$ cat src/rtl/audio_cmd_pkg.sv
package audio_cmd_pkg;
  typedef enum logic [2:0] {
    CMD_NONE,
    CMD_VOL,
    CMD_MUTELOUD,
    CMD_INPUT,
    CMD_CHMASK
  } cmd_kind_e;

  localparam logic [1:0] LOUD_OFF = 2'b00;
  localparam logic [1:0] LOUD_10  = 2'b01;
  localparam logic [1:0] LOUD_20  = 2'b10;
endpackage

$ cat src/rtl/cmd_classify.sv
module cmd_classify
  import audio_cmd_pkg::*;
#(
  parameter int COARSE_W = 4,
  parameter int FINE_W   = 3,
  localparam int ATTEN_W = COARSE_W + FINE_W,
  localparam int BYTE_W  = ATTEN_W + 1
) (
  input  logic              valid,
  input  logic [BYTE_W-1:0] data,
  output cmd_kind_e         kind,
  output logic              vol_mute,
  output logic [ATTEN_W-1:0] vol_atten
);
  logic [COARSE_W-1:0] coarse;
  logic [FINE_W-1:0]   fine;

  assign coarse = data[BYTE_W-2 -: COARSE_W];
  assign fine   = data[FINE_W-1:0];

  always_comb begin
    kind = CMD_NONE;
    if (valid) begin
      if (!data[BYTE_W-1]) begin
        kind = CMD_VOL;
      end else begin
        case (data[BYTE_W-2 -: 2])
          2'b00:   kind = CMD_MUTELOUD;
          2'b01:   kind = CMD_INPUT;
          2'b10:   kind = CMD_CHMASK;
          default: kind = CMD_NONE;
        endcase
      end
    end
  end

  assign vol_mute  = &coarse[COARSE_W-1 -: 2];
  assign vol_atten = (ATTEN_W'(coarse) << FINE_W) + ATTEN_W'(fine);
endmodule

$ cat src/rtl/chan_volume.sv
module chan_volume #(
  parameter int ATTEN_W = 7
) (
  input  logic               clk,
  input  logic               rst,
  input  logic               wr_en,
  input  logic               wr_mute,
  input  logic [ATTEN_W-1:0] wr_atten,
  output logic [ATTEN_W-1:0] atten_q,
  output logic               mute_q
);
  always_ff @(posedge clk) begin
    if (rst) begin
      atten_q <= '1;
      mute_q  <= 1'b1;
    end else if (wr_en) begin
      mute_q  <= wr_mute;
      atten_q <= wr_mute ? '1 : wr_atten;
    end
  end
endmodule

$ cat src/rtl/ctrl_regs.sv
module ctrl_regs
  import audio_cmd_pkg::*;
#(
  parameter int          NUM_CH    = 2,
  parameter int          SRC_N     = 3,
  parameter logic [1:0]  MASK_INIT = 2'b10
) (
  input  logic              clk,
  input  logic              rst,
  input  cmd_kind_e         kind,
  input  logic              sel_loud,
  input  logic [1:0]        code,
  output logic [NUM_CH-1:0] mask_q,
  output logic              smute_on_q,
  output logic              smute_fast_q,
  output logic [1:0]        loud_q,
  output logic [SRC_N-1:0]  src_q
);
  always_ff @(posedge clk) begin
    if (rst) begin
      mask_q       <= MASK_INIT[NUM_CH-1:0];
      smute_on_q   <= 1'b1;
      smute_fast_q <= 1'b0;
      loud_q       <= LOUD_OFF;
      src_q        <= '0;
    end else begin
      case (kind)
        CMD_CHMASK: mask_q <= code[NUM_CH-1:0];
        CMD_INPUT: begin
          case (code)
            2'b00:   src_q <= '0;
            2'b01:   src_q <= SRC_N'(2);
            2'b10:   src_q <= SRC_N'(4);
            default: src_q <= SRC_N'(1);
          endcase
        end
        CMD_MUTELOUD: begin
          if (!sel_loud) begin
            if (code[1]) begin
              smute_on_q <= 1'b0;
            end else begin
              smute_on_q   <= 1'b1;
              smute_fast_q <= code[0];
            end
          end else begin
            if (code[0])      loud_q <= LOUD_OFF;
            else if (code[1]) loud_q <= LOUD_20;
            else              loud_q <= LOUD_10;
          end
        end
        default: ;
      endcase
    end
  end
endmodule

$ cat src/rtl/audio_cmd_decoder.sv
module audio_cmd_decoder
  import audio_cmd_pkg::*;
#(
  parameter int COARSE_W = 4,
  parameter int FINE_W   = 3,
  localparam int ATTEN_W = COARSE_W + FINE_W,
  localparam int BYTE_W  = ATTEN_W + 1
) (
  input  logic               clk,
  input  logic               rst,
  input  logic               byte_valid,
  input  logic [BYTE_W-1:0]  byte_data,
  output logic [ATTEN_W-1:0] atten_l,
  output logic [ATTEN_W-1:0] atten_r,
  output logic               mute_l,
  output logic               mute_r,
  output logic               smute_on,
  output logic               smute_fast,
  output logic [1:0]         loud_db,
  output logic [2:0]         src_sel,
  output logic [1:0]         chan_mask
);
  localparam int NUM_CH = 2;

  cmd_kind_e          kind;
  logic               vol_mute;
  logic [ATTEN_W-1:0] vol_atten;
  logic [ATTEN_W-1:0] ch_atten [NUM_CH];
  logic [NUM_CH-1:0]  ch_mute;

  cmd_classify #(.COARSE_W(COARSE_W), .FINE_W(FINE_W)) u_classify (
    .valid     (byte_valid),
    .data      (byte_data),
    .kind      (kind),
    .vol_mute  (vol_mute),
    .vol_atten (vol_atten)
  );

  ctrl_regs #(.NUM_CH(NUM_CH), .SRC_N(3), .MASK_INIT(2'b10)) u_ctrl (
    .clk          (clk),
    .rst          (rst),
    .kind         (kind),
    .sel_loud     (byte_data[4]),
    .code         (byte_data[1:0]),
    .mask_q       (chan_mask),
    .smute_on_q   (smute_on),
    .smute_fast_q (smute_fast),
    .loud_q       (loud_db),
    .src_q        (src_sel)
  );

  for (genvar ch = 0; ch < NUM_CH; ch++) begin : g_ch
    chan_volume #(.ATTEN_W(ATTEN_W)) u_vol (
      .clk      (clk),
      .rst      (rst),
      .wr_en    ((kind == CMD_VOL) && chan_mask[ch]),
      .wr_mute  (vol_mute),
      .wr_atten (vol_atten),
      .atten_q  (ch_atten[ch]),
      .mute_q   (ch_mute[ch])
    );
  end

  assign atten_l = ch_atten[1];
  assign atten_r = ch_atten[0];
  assign mute_l  = ch_mute[1];
  assign mute_r  = ch_mute[0];
endmodule

$ cat config.mk
export PLATFORM = sky130hd
export DESIGN_NAME = audio_cmd_decoder
export DESIGN_NICKNAME = d
export VERILOG_FILES = /design/src/rtl/audio_cmd_pkg.sv /design/src/rtl/cmd_classify.sv /design/src/rtl/chan_volume.sv /design/src/rtl/ctrl_regs.sv /design/src/rtl/audio_cmd_decoder.sv
export SDC_FILE = /design/constraint.sdc
export NUM_CORES = 1
export LEC_CHECK = 0
export ABC_CLOCK_PERIOD_IN_PS = 1600
export BUFFER_PORTS_ARGS = -buffer_cell sky130_fd_sc_hd__buf_2
export CAP_MARGIN = 15
export CORE_ASPECT_RATIO = 0.75
export CORE_MARGIN = 2
export CORE_UTILIZATION = 45
export DETAILED_ROUTE_END_ITERATION = 10
export PLACE_DENSITY = 0.74
export SLEW_MARGIN = 20
export SYNTH_ARGS = -nofsm -noshare
export SYNTH_HDL_FRONTEND = slang
export SYNTH_HIERARCHICAL = 1
export SYNTH_SLANG_ARGS = --single-unit
$ cat constraint.sdc
create_clock -name clk -period 1.6 [get_ports clk]
set_input_delay 0.32 -clock clk [delete_from_list [all_inputs] [get_ports clk]]
set_output_delay 0.32 -clock clk [all_outputs]
set_load 0.02 [all_outputs]
; ---- Yosys cells after proc, flatten, opt, wreduce, memory -nomap -nowiden
; Cells that the tools add are included.
[word_totals]
ff_bits = 25
output_inout_bits = 25
elab_cells = 36
in_bits = 11
[classes]
n_addsub = 1
n_eq_ne = 8
n_reduce_logical = 8
n_mux = 8
bitwise_logic = 2
[op_table]
columns = op, n
row1 = 3-bit one-hot mux with 3 select lines, 2
row2 = 7-bit by 3-bit adder with 7-bit output, 1
row3 = 7-bit two-way mux, 1
row4 = 3-bit by 2-bit == test with 1-bit output (second input constant), 2
row5 = 3-bit two-way mux, 2
row6 = 2-bit AND reduction, 3
row7 = 2-bit by 1-bit == test with 1-bit output (second input constant), 2
row8 = 2-bit == test (second input constant), 2
row9 = 2-bit logical NOT, 2
row10 = 2-bit two-way mux, 2
row11 = 3-bit by 1-bit == test with 1-bit output (second input constant), 1
row12 = 3-bit == test (second input constant), 1
row13 = 3-bit AND reduction, 1
row14 = 1-bit logical AND, 2
row15 = 1-bit NOT, 2
row16 = 1-bit two-way mux, 1

; ---- Logic depth before layout (Yosys ltp)
; Gate-level depths: netlist of the first run.
[depth]
ltp_word = 6
mapped_depth = 7
ltp_nobuf = 5

; ---- Modules after synthesis
; The synthesis of the first run kept the hierarchy.
[modules_own_cells]
columns = module, cells_each, n_inst, seq_area_each_um2, area_per_inst_um2
row1 = chan_volume, 35, 2, 160.2, 349.1
row2 = ctrl_regs, 38, 1, 180.2, 391.6
row3 = cmd_classify, 13, 1, 0.0, 88.8
row4 = audio_cmd_decoder, 2, 1, 0.0, 25.0

; ---- Worst setup path after synthesis of the first run
; No wires, ideal clock.
[synth_timing]
path_kind = input to register
start = in byte_data[6]
end = reg g_ch[0].u_vol.mute_q
path_buffers = 2
stages = 7
arrival_ns = 1.536
required_ns = 1.482
setup_ns = 0.118
path_slack_ns = -0.054
path_cell_list = nand2b_1 > a21boi_1 > and4bb_2 > buf_6 > nor2b_4 > buf_6 > o21bai_4
[synth_between]
elab_chain_len = 6
word_cells_on_any_way = 9
classes_between = 3 x eq/ne / 3 x mux / 3 x reduce/logical
[synth_rtl]
columns = element, line
row1 = from (decl), audio_cmd_decoder.sv:12  ; input logic [BYTE_W-1:0] byte_data,
row2 = "2-bit == test, or another cell as far along", cmd_classify.sv:27  ; case (data[BYTE_W-2 -: 2])
row3 = 3-bit one-hot mux with 3 select lines (*), cmd_classify.sv:27
row4 = 3-bit two-way mux (*), cmd_classify.sv:24  ; if (!data[BYTE_W-1]) begin
row5 = 3-bit two-way mux (*), cmd_classify.sv:23  ; if (valid) begin
row6 = via kind[0], audio_cmd_decoder.sv:25  ; cmd_kind_e kind;
row7 = 3-bit by 1-bit == test with 1-bit output (*), audio_cmd_decoder.sv:56  ; .wr_en ((kind == CMD_VOL) && chan_mask[ch]),
row8 = 1-bit logical AND (*), audio_cmd_decoder.sv:56
row9 = to (signal assigned), chan_volume.sv:17  ; mute_q <= wr_mute;
row10 = to (decl), chan_volume.sv:10  ; output logic mute_q
; The timed path passes the listed nets; every way through them passes the cells marked *.
; A chain may end at the register's enable or synchronous reset.

; ---- Worst setup path in the final report of the first run
; Same ends and word-level chain as after synthesis.

==> results of run 1 <==
-- area by class of cell --
class | instances | area, sq um | area share [%]
Multi-Input combinational cell | 84 | 590.6 | 41.22
Tap cell | 36 | 45.04 | 3.144
Timing Repair Buffer | 46 | 270.3 | 18.86
Sequential cell | 25 | 500.5 | 34.93
Clock buffer | 4 | 26.28 | 1.834
-- through the flow --
stage	power (uW)	util, %
final	1091	55.47
after global routing	1145	55.47
after CTS	1109	55.47
after detailed placement	829.0	54.46
after global placement	825.2	54.46
after floorplan	778.8	-
-- worst paths after layout --
kind | slack (ns) | cells after the start | to | startpoint
max reg2reg | 0.43 | 3 | g_ch[0].u_vol/mute_q | u_ctrl/mask_q[0]
min | 0.29 | 3 | g_ch[0].u_vol/atten_q[2] | byte_data[2]
min reg2reg | 0.48 | 2 | u_ctrl/src_q[1] | u_ctrl/src_q[1]
max | 0.25 | 6 | g_ch[0].u_vol/mute_q | byte_data[6]
-- logic make-up (layout without fill, tap and decap cells) --
logic type | count (synthesis) | count (layout) | share of synthesized area (%)
simple gates | 58 | 58 | 27.65
flops | 25 | 25 | 41.58
compound gates | 20 | 20 | 16.11
buf+inv | 14 | 50 | 9.666
mux | 6 | 6 | 4.990
-- report_power, final --
| part | switching, uW | internal [uW] |
|---|---|---|
| combinational | 95.7 | 73.5 |
| clock | 179 | 97.4 |
| sequential | 7.49 | 637 |
-- state kept, by name, indices dropped and copies added, names as in the netlist --
signal	cells
u_ctrl/smute_fast_q	1
u_ctrl/src_q	3
u_ctrl/smute_on_q	1
g_ch.u_vol/atten_q	14
u_ctrl/mask_q	2
u_ctrl/loud_q	2
g_ch.u_vol/mute_q	2
-- layout by cell type (no fill, tap or decap), drive strengths merged --
master / n
or3: 1
o31a: 1
nor3: 14
and2: 2
nor3b: 2
clkbuf: 4
nand3b: 1
nand2: 2
a21boi: 1
nor4: 1
mux2i: 6
buf: 46
dfxtp: 25
and4bb: 3
nor2: 23
o21bai: 2
a21oi: 15
nand2b: 4
or3b: 1
a211o: 1
nor2b: 4
-- critical path, cell delays in order --
cell and delay (ns):
buf_2 0.12, nand2b_1 0.15, a21boi_2 0.25, and4bb_2 0.28
nor2b_4 0.33, o21bai_4 0.10
-- per-layer routing --
metal  global-route usage [%]  vias to the layer above  routed length [um]
met2                    27.89                       26                1114
met4                    3.261                        0                  13
met1                    20.00                      439                1063
met5                        0                        -                   0
met3                    4.850                        2                 133
li1                         -                      489                   -
==> reports/qor.yml, run 1 <==
sta:
  rsz0062_at_grt: "false"
  finClkSkew_ns: 0.001139
  fmax_mhz: 742.1
  layout_setup_ws_ns: 0.2525
  relSlewSlack_pct: 57.14
  drv_slew: 0
  fin_hold_ws_ns: 0.2874
  period_minus_slack_ns: 1.347
  worst_pin_slew_ns: 0.6429
  fin_crit_sh_pct: 84.22
  final.setup.tns_ns: 0
  finalHoldViolCount: 0
  setup_violations: 0
cts:
  cts.sinks: 25
  clk_path_buf_depth: 2
  htreeDepth: 1
  insertion_delay_ns: 0.31
  cts_made_buffers: 3
  post_cts_buffers: 0
  holdBufCountCts: 0
  cts.repair.resized: 0
  ctsRootBufferMaster: "clkbuf_4"
  path_clk_slew_ns: 0.13
  cts_tree: "done"
global_routing:
  grt_max_degree: 41
  track_usage_pct: 16.14
  gr-total-overflow: 0
  antenna_found_initial: 0
  grt_pass1_vias: 911
  grt_pass1_wl_um: 3995
placed_design:
  place_inst: 191
  routabilityCongestion: 0.7518
  dp_slack_ns: -0.08815
  io_buffers: 35
  hpwl_um: 1791
  dpl_cell_area_sq_mm: 0.001406
detailed_routing:
  avgRoutedWirePerCell_um: 11.92
  routed_wl_um: 2324
  drc: 0
  dr.first_iter.drc_count: 33
  drt-vias-per-instance: 4.903
  num_vias: 956
  ant_nets: 0
  first_pass_iters: 4
synth:
  synth_area_leader_cell: "dfxtp_1"
  synth_seq_cells: 25
  async_flop_share_pct: 0
  synth_edf_count: 0
  seq_area_frac_synth_pct: 41.58
  yosysMostFrequentCell: "dfxtp_1"
  synth_area_leaders: "dfxtp_1, a21oi_2, nor2_1"
  synth_ff_type: "dfxtp_1"
  synth_fp_nets: 134
  synthesis.instances: 123
  synthTopCellsByCount: "dfxtp_1, nor2_1, a21oi_2"
  ys_types: 25
  synthesis.area_sq_mm: 0.001204
  yosys_warnings: 6
  postSynthAreaPerCell_sq_um: 9.786
  synth_top_area_share_pct: 41.58
cells_and_area:
  area_growth_pct: 19.02
  stdcell_area_sq_mm: 0.001433
  layout.nets: 171
  instances_no_fill: 195
  drive_above_1_share_pct: 47.17
  diodes: 0
  fill_cells: 246
critical_path:
  cp.arrival_ns: 1.56
  cp.required_ns: 1.81
  critPathKind: "in2reg"
  worst_setup_path_start_kind: "primary input"
  cp_max_fo: 8
  endpoint_kind: "flip-flop"
die:
  dieArea_sq_mm: 0.003109
  floorplan.rows: 16
  floorplan.initialDensity_pct: 46.61
  pin_count: 36
  die_h_um: 48.79
  design.core.area_sq_mm: 0.002582
  die_w_um: 63.72
pwr:
  power_density_mw_per_mm2: 761.3
  peakVddDrop_mv: 0.3843
  leakagePower_uw: 0.0005610
job:
  cap_violations: 0
run_status:
  status: "finished, final reports clean"
worst_hold_path:
  min_path_type: "in2reg"
No activity file was read; power rests on OpenSTA's default activity.
==> run 2: changes to the inputs <==
--- a/config.mk
+++ b/config.mk
@@ -5,14 +5,14 @@
 export SDC_FILE = /design/constraint.sdc
 export NUM_CORES = 1
 export LEC_CHECK = 0
-export ABC_CLOCK_PERIOD_IN_PS = 1600
+export ABC_CLOCK_PERIOD_IN_PS = 1400
 export BUFFER_PORTS_ARGS = -buffer_cell sky130_fd_sc_hd__buf_2
 export CAP_MARGIN = 15
 export CORE_ASPECT_RATIO = 0.75
 export CORE_MARGIN = 2
-export CORE_UTILIZATION = 45
+export CORE_UTILIZATION = 50
 export DETAILED_ROUTE_END_ITERATION = 10
-export PLACE_DENSITY = 0.74
+export PLACE_DENSITY = 0.78
 export SLEW_MARGIN = 20
 export SYNTH_ARGS = -nofsm -noshare
 export SYNTH_HDL_FRONTEND = slang
==> constraint.sdc (replaced) <==
create_clock -name clk -period 1.4 [get_ports clk]
set_input_delay 0.28 -clock clk [delete_from_list [all_inputs] [get_ports clk]]
set_output_delay 0.28 -clock clk [all_outputs]
set_load 0.02 [all_outputs]
==> run 2 against run 1 <==
Combinational power is 20% higher; utilization is 9.2 points higher; clock skew is 0.0048 ns higher; count of clock-buffer cells in the layout is 1 lower; clock power is 16% higher; power is 15% higher; final cell count stayed put; first-iteration DRC count is 36% lower; largest power group unchanged; die area is 9.3% lower; critical endpoint is now g_ch[1].u_vol/atten_q[5].
==> reports/qor.yml, run 2 (synthesis results as in run 1) <==
global_routing:
  grt_pass1_vias: 841  # -7.7%
  track_usage_pct: 16.94  # +0.80 points
  grt_max_degree: 41  # unchanged
  antenna_found_initial: 0  # unchanged
  gr-total-overflow: 0  # unchanged
  grt_pass1_wl_um: 3498  # -12%
die:
  dieArea_sq_mm: 0.002820  # -9.3%
  die_h_um: 46.49  # -4.7%
  pin_count: 36  # unchanged
  die_w_um: 60.66  # -4.8%
  design.core.area_sq_mm: 0.002290  # -11%
  floorplan.rows: 15  # -1
  floorplan.initialDensity_pct: 52.57  # +6.0 points
cells_and_area:
  mostFrequentLayoutCell: "buf_2"
  largest_register_ffs: 14  # unchanged
  stdcell_area_sq_mm: 0.001481  # +3.4%
  fill_cells: 200  # -19%
  instances_no_fill: 195  # unchanged
  diodes: 0  # unchanged
  largest_register: "g_ch.u_vol/atten_q"
  drive_above_1_share_pct: 50.31  # +3.1 points
  layout.nets: 173  # +1.2%
  reg.largest.list: "g_ch.u_vol/atten_q x14, u_ctrl/src_q x3"
  fin_util_pct: 64.70  # +9.2 points
  area_growth_pct: 23.08
  mostFrequentLayoutCells: "buf_2, dfxtp_1, nor2_1"
cts:
  post_cts_buffers: 0  # unchanged
  htreeDepth: 1  # unchanged
  insertion_delay_ns: 0.32  # about the same
  holdBufCountCts: 0  # unchanged
  cts.sinks: 25  # unchanged
  clk_path_buf_depth: 2  # unchanged
  cts.repair.resized: 0  # unchanged
  cts_tree: "done"
  cts_made_buffers: 3  # unchanged
  ctsRootBufferMaster: "clkbuf_4"
  path_clk_slew_ns: 0.14  # about the same
placed_design:
  routabilityCongestion: 0.7326  # -2.6%
  dpl_cell_area_sq_mm: 0.001454  # +3.4%
  io_buffers: 35  # unchanged
  dp_slack_ns: -0.2078  # -0.1196 ns
  place_inst: 191  # unchanged
  hpwl_um: 1717  # -4.2%
detailed_routing:
  num_vias: 952  # -0.42%
  dr.first_iter.drc_count: 21  # -36%
  drt-vias-per-instance: 4.882  # -0.42%
  routed_wl_um: 2217  # -4.6%
  first_pass_iters: 4  # unchanged
  drc: 0  # unchanged
  avgRoutedWirePerCell_um: 11.37  # -4.6%
  ant_nets: 0  # unchanged
run_status:
  status: "finished, final reports clean"
sta:
  final.setup.tns_ns: 0  # unchanged
  layout_setup_ws_ns: 0.1619  # -0.09057 ns
  fmax_mhz: 807.7
  worst_pin_slew_ns: 0.6261  # -0.01685 ns
  fin_crit_sh_pct: 88.43
  rsz0062_at_grt: "false"
  finalHoldViolCount: 0  # unchanged
  period_minus_slack_ns: 1.238
  relSlewSlack_pct: 58.26  # +1.1 points
  drv_slew: 0  # unchanged
  setup_violations: 0  # unchanged
  finClkSkew_ns: 0.005947  # +0.004808 ns
critical_path:
  critPathKind: "in2reg"
  worst_r2r_endpoint: "g_ch[1].u_vol/atten_q[5]"
  cp.required_ns: 1.62  # -0.19 ns
  endpoint_kind: "flip-flop"
  r2r_start: "u_ctrl/mask_q[1]"
  r2r_slack_ns: 0.27  # -0.16 ns
  cp_max_fo: 8  # unchanged
  cp.arrival_ns: 1.46  # -0.10 ns
  reg2reg_depth: 4  # +1
  worst_setup_path_start_kind: "primary input"
job:
  cap_violations: 0  # unchanged
pwr:
  power_density_mw_per_mm2: 849.6  # +12%
  p_seq_share_pct: 58.5  # -0.6 points
  intPower_uw: 923.9  # +14%
  peakVddDrop_mv: 0.5925  # +54%
  p_clk_share_pct: 25.5  # about the same
  combPwrFrac_pct: 16.0  # +0.5 points
  switching_share_pct: 26.59  # +0.69 points
  leakagePower_uw: 0.0005895  # +5.1%
  switchingPower_uw: 334.7  # +18%
worst_hold_path:
  min_path_type: "in2reg"
  hp-start: "byte_data[2]"
  hold-path-endpoint: "g_ch[0].u_vol/atten_q[2]"
  hold_depth: 3  # unchanged
[run 2: cell types whose count changed in the layout (fill, tap and decap cells not counted), sizes merged]
| cell | previous run | this run |
|---|---|---|
| clkinv | 0 | 1 |
| buf | 46 | 48 |
| clkbuf | 4 | 3 |
[run 2: final cells by class]
type	count	area [sq um]	area share (%)
clock buffer	3	22.52	1.520
sequential	25	500.5	33.78
multi-input combinational	84	613.1	41.39
tap	34	42.54	2.872
clock inverter	1	5.005	0.3378
timing repair buffer	48	297.8	20.10
[run 2: power by group through the flow]
stage	clock, uW	sequential, uW	combinational (uW)
6_report	321	736	202
5_1_grt	358	738	220
3_3_place_gp	0	752	199
4_1_cts	331	737	203
3_5_place_dp	0	752	203
2_1_floorplan	0	773	122
[run 2: layer usage]
layer  GRT usage, %  up-vias  part of all wire (%)  wire length [um]
met1          20.20      441                    46              1013
met2          28.82       21                    48              1055
met4          4.783        0                  0.72                16
met5              0        -                     0                 0
li1               -      488                     -                 -
met3          6.180        2                   6.0               132
[run 2: through the flow]
stage / hold WS [ns] / total power (uW)
after floorplan: 0.3979 / 894.9
after global placement: 0.4476 / 950.2
after detailed placement: 0.4573 / 955.1
after CTS: 0.2342 / 1271
after global routing: 0.2439 / 1317
final: 0.2380 / 1259
[run 2: worst max-delay path, stage by stage]
cell and delay [ns]:
buf_2 0.09, nand2_1 0.08, nor3b_2 0.27, and4bb_2 0.29
buf_4 0.16, nor3_1 0.25, a21oi_2 0.04
[run 2: worst max path at each step]
stage	startpoint	endpoint	slack, ns	cells after the start
2_1_floorplan	byte_data[6]	g_ch[1].u_vol/atten_q[0]	-0.008	7
3_3_place_gp	byte_valid	g_ch[1].u_vol/atten_q[5]	-0.13	7
3_5_place_dp	byte_valid	g_ch[1].u_vol/atten_q[5]	-0.21	7
4_1_cts	byte_valid	g_ch[1].u_vol/atten_q[5]	0.16	7
5_1_grt	byte_valid	g_ch[1].u_vol/atten_q[1]	0.08	7
6_report	byte_valid	g_ch[1].u_vol/atten_q[5]	0.16	7
==> run 3: changes to the inputs <==
--- a/config.mk
+++ b/config.mk
@@ -13,6 +13,7 @@
 export CORE_UTILIZATION = 50
 export DETAILED_ROUTE_END_ITERATION = 10
 export PLACE_DENSITY = 0.78
+export RECOVER_POWER = 50
 export SLEW_MARGIN = 20
 export SYNTH_ARGS = -nofsm -noshare
 export SYNTH_HDL_FRONTEND = slang
==> run 3 against run 2 <==
First-iteration DRC count up 14%; clock skew grew 0.0010 ns; via count increased by 0.74%; largest power group unchanged; critical path type unchanged; fmax decreased by 6.7%; sequential share of layout area increased by 0.85 points; die area is the same; utilization decreased by 1.6 points.
==> reports/qor.yml, run 3 (synthesis results as in run 1) <==
critical_path:
  slowest_delay_ns: 0.43  # +0.14 ns
  critPathKind: "in2reg"
  worst_setup_path_start_kind: "primary input"
  cp_max_fo: 5  # -3
  cp.arrival_ns: 1.55  # +0.09 ns
  cp.required_ns: 1.62  # about the same
  reg2reg_depth: 4  # unchanged
  worst_r2r_endpoint: "g_ch[1].u_vol/atten_q[5]"
  critical_path.endpoint: "u_ctrl/mask_q[1]"
  r2r_slack_ns: 0.27  # about the same
  crit_chain: "clkbuf_1 > nand2_1 > nor3b_2 > nor3b_1 > nor2b_1 > a211o_1"
  r2r_start: "u_ctrl/mask_q[1]"
  endpoint_kind: "flip-flop"
  cpMaxStageDelayCell: "nor3b_1"
  critPathLaunch: "byte_valid"
die:
  design.core.area_sq_mm: 0.002290  # unchanged
  die_w_um: 60.66  # unchanged
  dieArea_sq_mm: 0.002820  # unchanged
  floorplan.initialDensity_pct: 52.57  # unchanged
  die_h_um: 46.49  # unchanged
  pin_count: 36  # unchanged
  floorplan.rows: 15  # unchanged
global_routing:
  gr-total-overflow: 0  # unchanged
  track_usage_pct: 16.94  # unchanged
  grt_max_degree: 41  # unchanged
  grt_pass1_vias: 841  # unchanged
  grt_pass1_wl_um: 3498  # unchanged
  antenna_found_initial: 0  # unchanged
sta:
  relSlewSlack_pct: 58.02  # -0.24 points
  rsz0062_at_grt: "false"
  fmax_mhz: 753.4  # -6.7%
  finalHoldViolCount: 0  # unchanged
  fin_hold_ws_ns: 0.2393  # +0.001327 ns
  worst_pin_slew_ns: 0.6297  # +0.003628 ns
  fin_crit_sh_pct: 94.80  # +6.4 points
  final.setup.tns_ns: 0  # unchanged
  setup_violations: 0  # unchanged
  period_minus_slack_ns: 1.327  # +0.08919 ns
  drv_slew: 0  # unchanged
  finClkSkew_ns: 0.006960  # +0.001013 ns
pwr:
  switching_share_pct: 26.63  # +0.033 points
  p_seq_share_pct: 58.8  # +0.3 points
  leakagePower_uw: 0.0005381  # -8.7%
  p_clk_share_pct: 25.5  # about the same
  intPower_uw: 918.8  # -0.55%
  power_uw: 1252  # -0.51%
  combPwrFrac_pct: 15.6  # -0.4 points
  switchingPower_uw: 333.4  # -0.38%
  power_density_mw_per_mm2: 866.5  # +2.0%
  peakVddDrop_mv: 0.5916  # -0.15%
cts:
  htreeDepth: 1  # unchanged
  cts_tree: "done"
  cts.repair.resized: 0  # unchanged
  path_clk_slew_ns: 0.14  # about the same
  cts_made_buffers: 3  # unchanged
  cts.sinks: 25  # unchanged
  ctsRootBufferMaster: "clkbuf_4"
  holdBufCountCts: 0  # unchanged
  post_cts_buffers: 0  # unchanged
  insertion_delay_ns: 0.32  # about the same
  clk_path_buf_depth: 2  # unchanged
detailed_routing:
  num_vias: 959  # +0.74%
  ant_nets: 0  # unchanged
  drc: 0  # unchanged
  avgRoutedWirePerCell_um: 11.40  # +0.27%
  dr.first_iter.drc_count: 24  # +14%
  routed_wl_um: 2223  # +0.27%
  drt-vias-per-instance: 4.918  # +0.74%
  first_pass_iters: 4  # unchanged
cells_and_area:
  multi_input_comb_area_sq_um: 605.6  # -1.2%
  drive_above_1_share_pct: 34.78  # -16 points
  largest_register: "g_ch.u_vol/atten_q"
  ff_latch_area_sq_um: 500.5  # unchanged
  largest_register_ffs: 14  # unchanged
  area_growth_pct: 20.06
  mostFrequentLayoutCell: "dfxtp_1"
  mostFrequentLayoutCells: "dfxtp_1, nor2_1, clkbuf_1"
  reg.largest.list: "g_ch.u_vol/atten_q x14, u_ctrl/src_q x3"
  layout.nets: 173  # unchanged
  diodes: 0  # unchanged
  fill_cells: 217  # +8.5%
placed_design:
  routabilityCongestion: 0.7326  # unchanged
  io_buffers: 35  # unchanged
  hpwl_um: 1717  # unchanged
run_status:
  status: "finished, final reports clean"
worst_hold_path:
  min_path_type: "in2reg"
  hp-start: "byte_data[2]"
job:
  cap_violations: 0  # unchanged
## run 3: cell types whose count changed in the layout (fill, tap and decap cells not counted)
cell	change
nor2_2	-1
nor3b_2	-1
nor3b_1	+1
clkbuf_1	+23
buf_2	-23
nor2_1	+1
## run 3: layout make-up
cell class | count | area share, %
multi-input combinational | 84 | 41.90
sequential | 25 | 34.63
timing repair buffer | 48 | 18.61
tap | 34 | 2.944
clock buffer | 3 | 1.558
clock inverter | 1 | 0.3463
## run 3: layer usage
layer	vias up	GRT usage, %	routed length (um)
met5	-	0	0
met4	0	4.783	16
met3	2	6.180	139
met2	23	28.82	1058
met1	444	20.20	1009
li1	490	-	-
## run 3: worst max-delay path, delay by kind of cell
kind | cells | cell delay [ns]
and+or+nand+nor | 4 | 0.89
AOI/OAI and AO/OA | 1 | 0.29
buffers and inverters | 1 | 0.10
## run 3: power groups by stage
stage | Sequential [uW] | Combinational [uW] | Clock, uW
floorplan | 773 | 122 | 0
global placement | 752 | 199 | 0
detailed placement | 752 | 203 | 0
CTS | 737 | 203 | 331
global route | 739 | 214 | 358
finish | 737 | 196 | 320
## run 3: worst min path at each step
| stage | endpoint | cells after the start |
|---|---|---|
| after floorplan | u_ctrl/mask_q[1] | 1 |
| after global placement | u_ctrl/src_q[1] | 2 |
| after detailed placement | u_ctrl/src_q[1] | 2 |
| after CTS | g_ch[0].u_vol/atten_q[2] | 3 |
| after global routing | g_ch[1].u_vol/atten_q[3] | 3 |
| final | g_ch[0].u_vol/atten_q[2] | 3 |
## run 3: per-stage QoR
stage | cell area [sq um] | setup WS, ns | instances | utilization (%)
after floorplan | 1230 | -0.008308 | 123 | -
after CTS | 1481 | 0.1560 | 195 | 64.70
after detailed placement | 1454 | -0.2078 | 191 | 63.50
after global routing | 1445 | 0.04764 | 195 | 63.11
final | 1445 | 0.07275 | 195 | 63.11
after global placement | 1454 | -0.1326 | 191 | 63.50
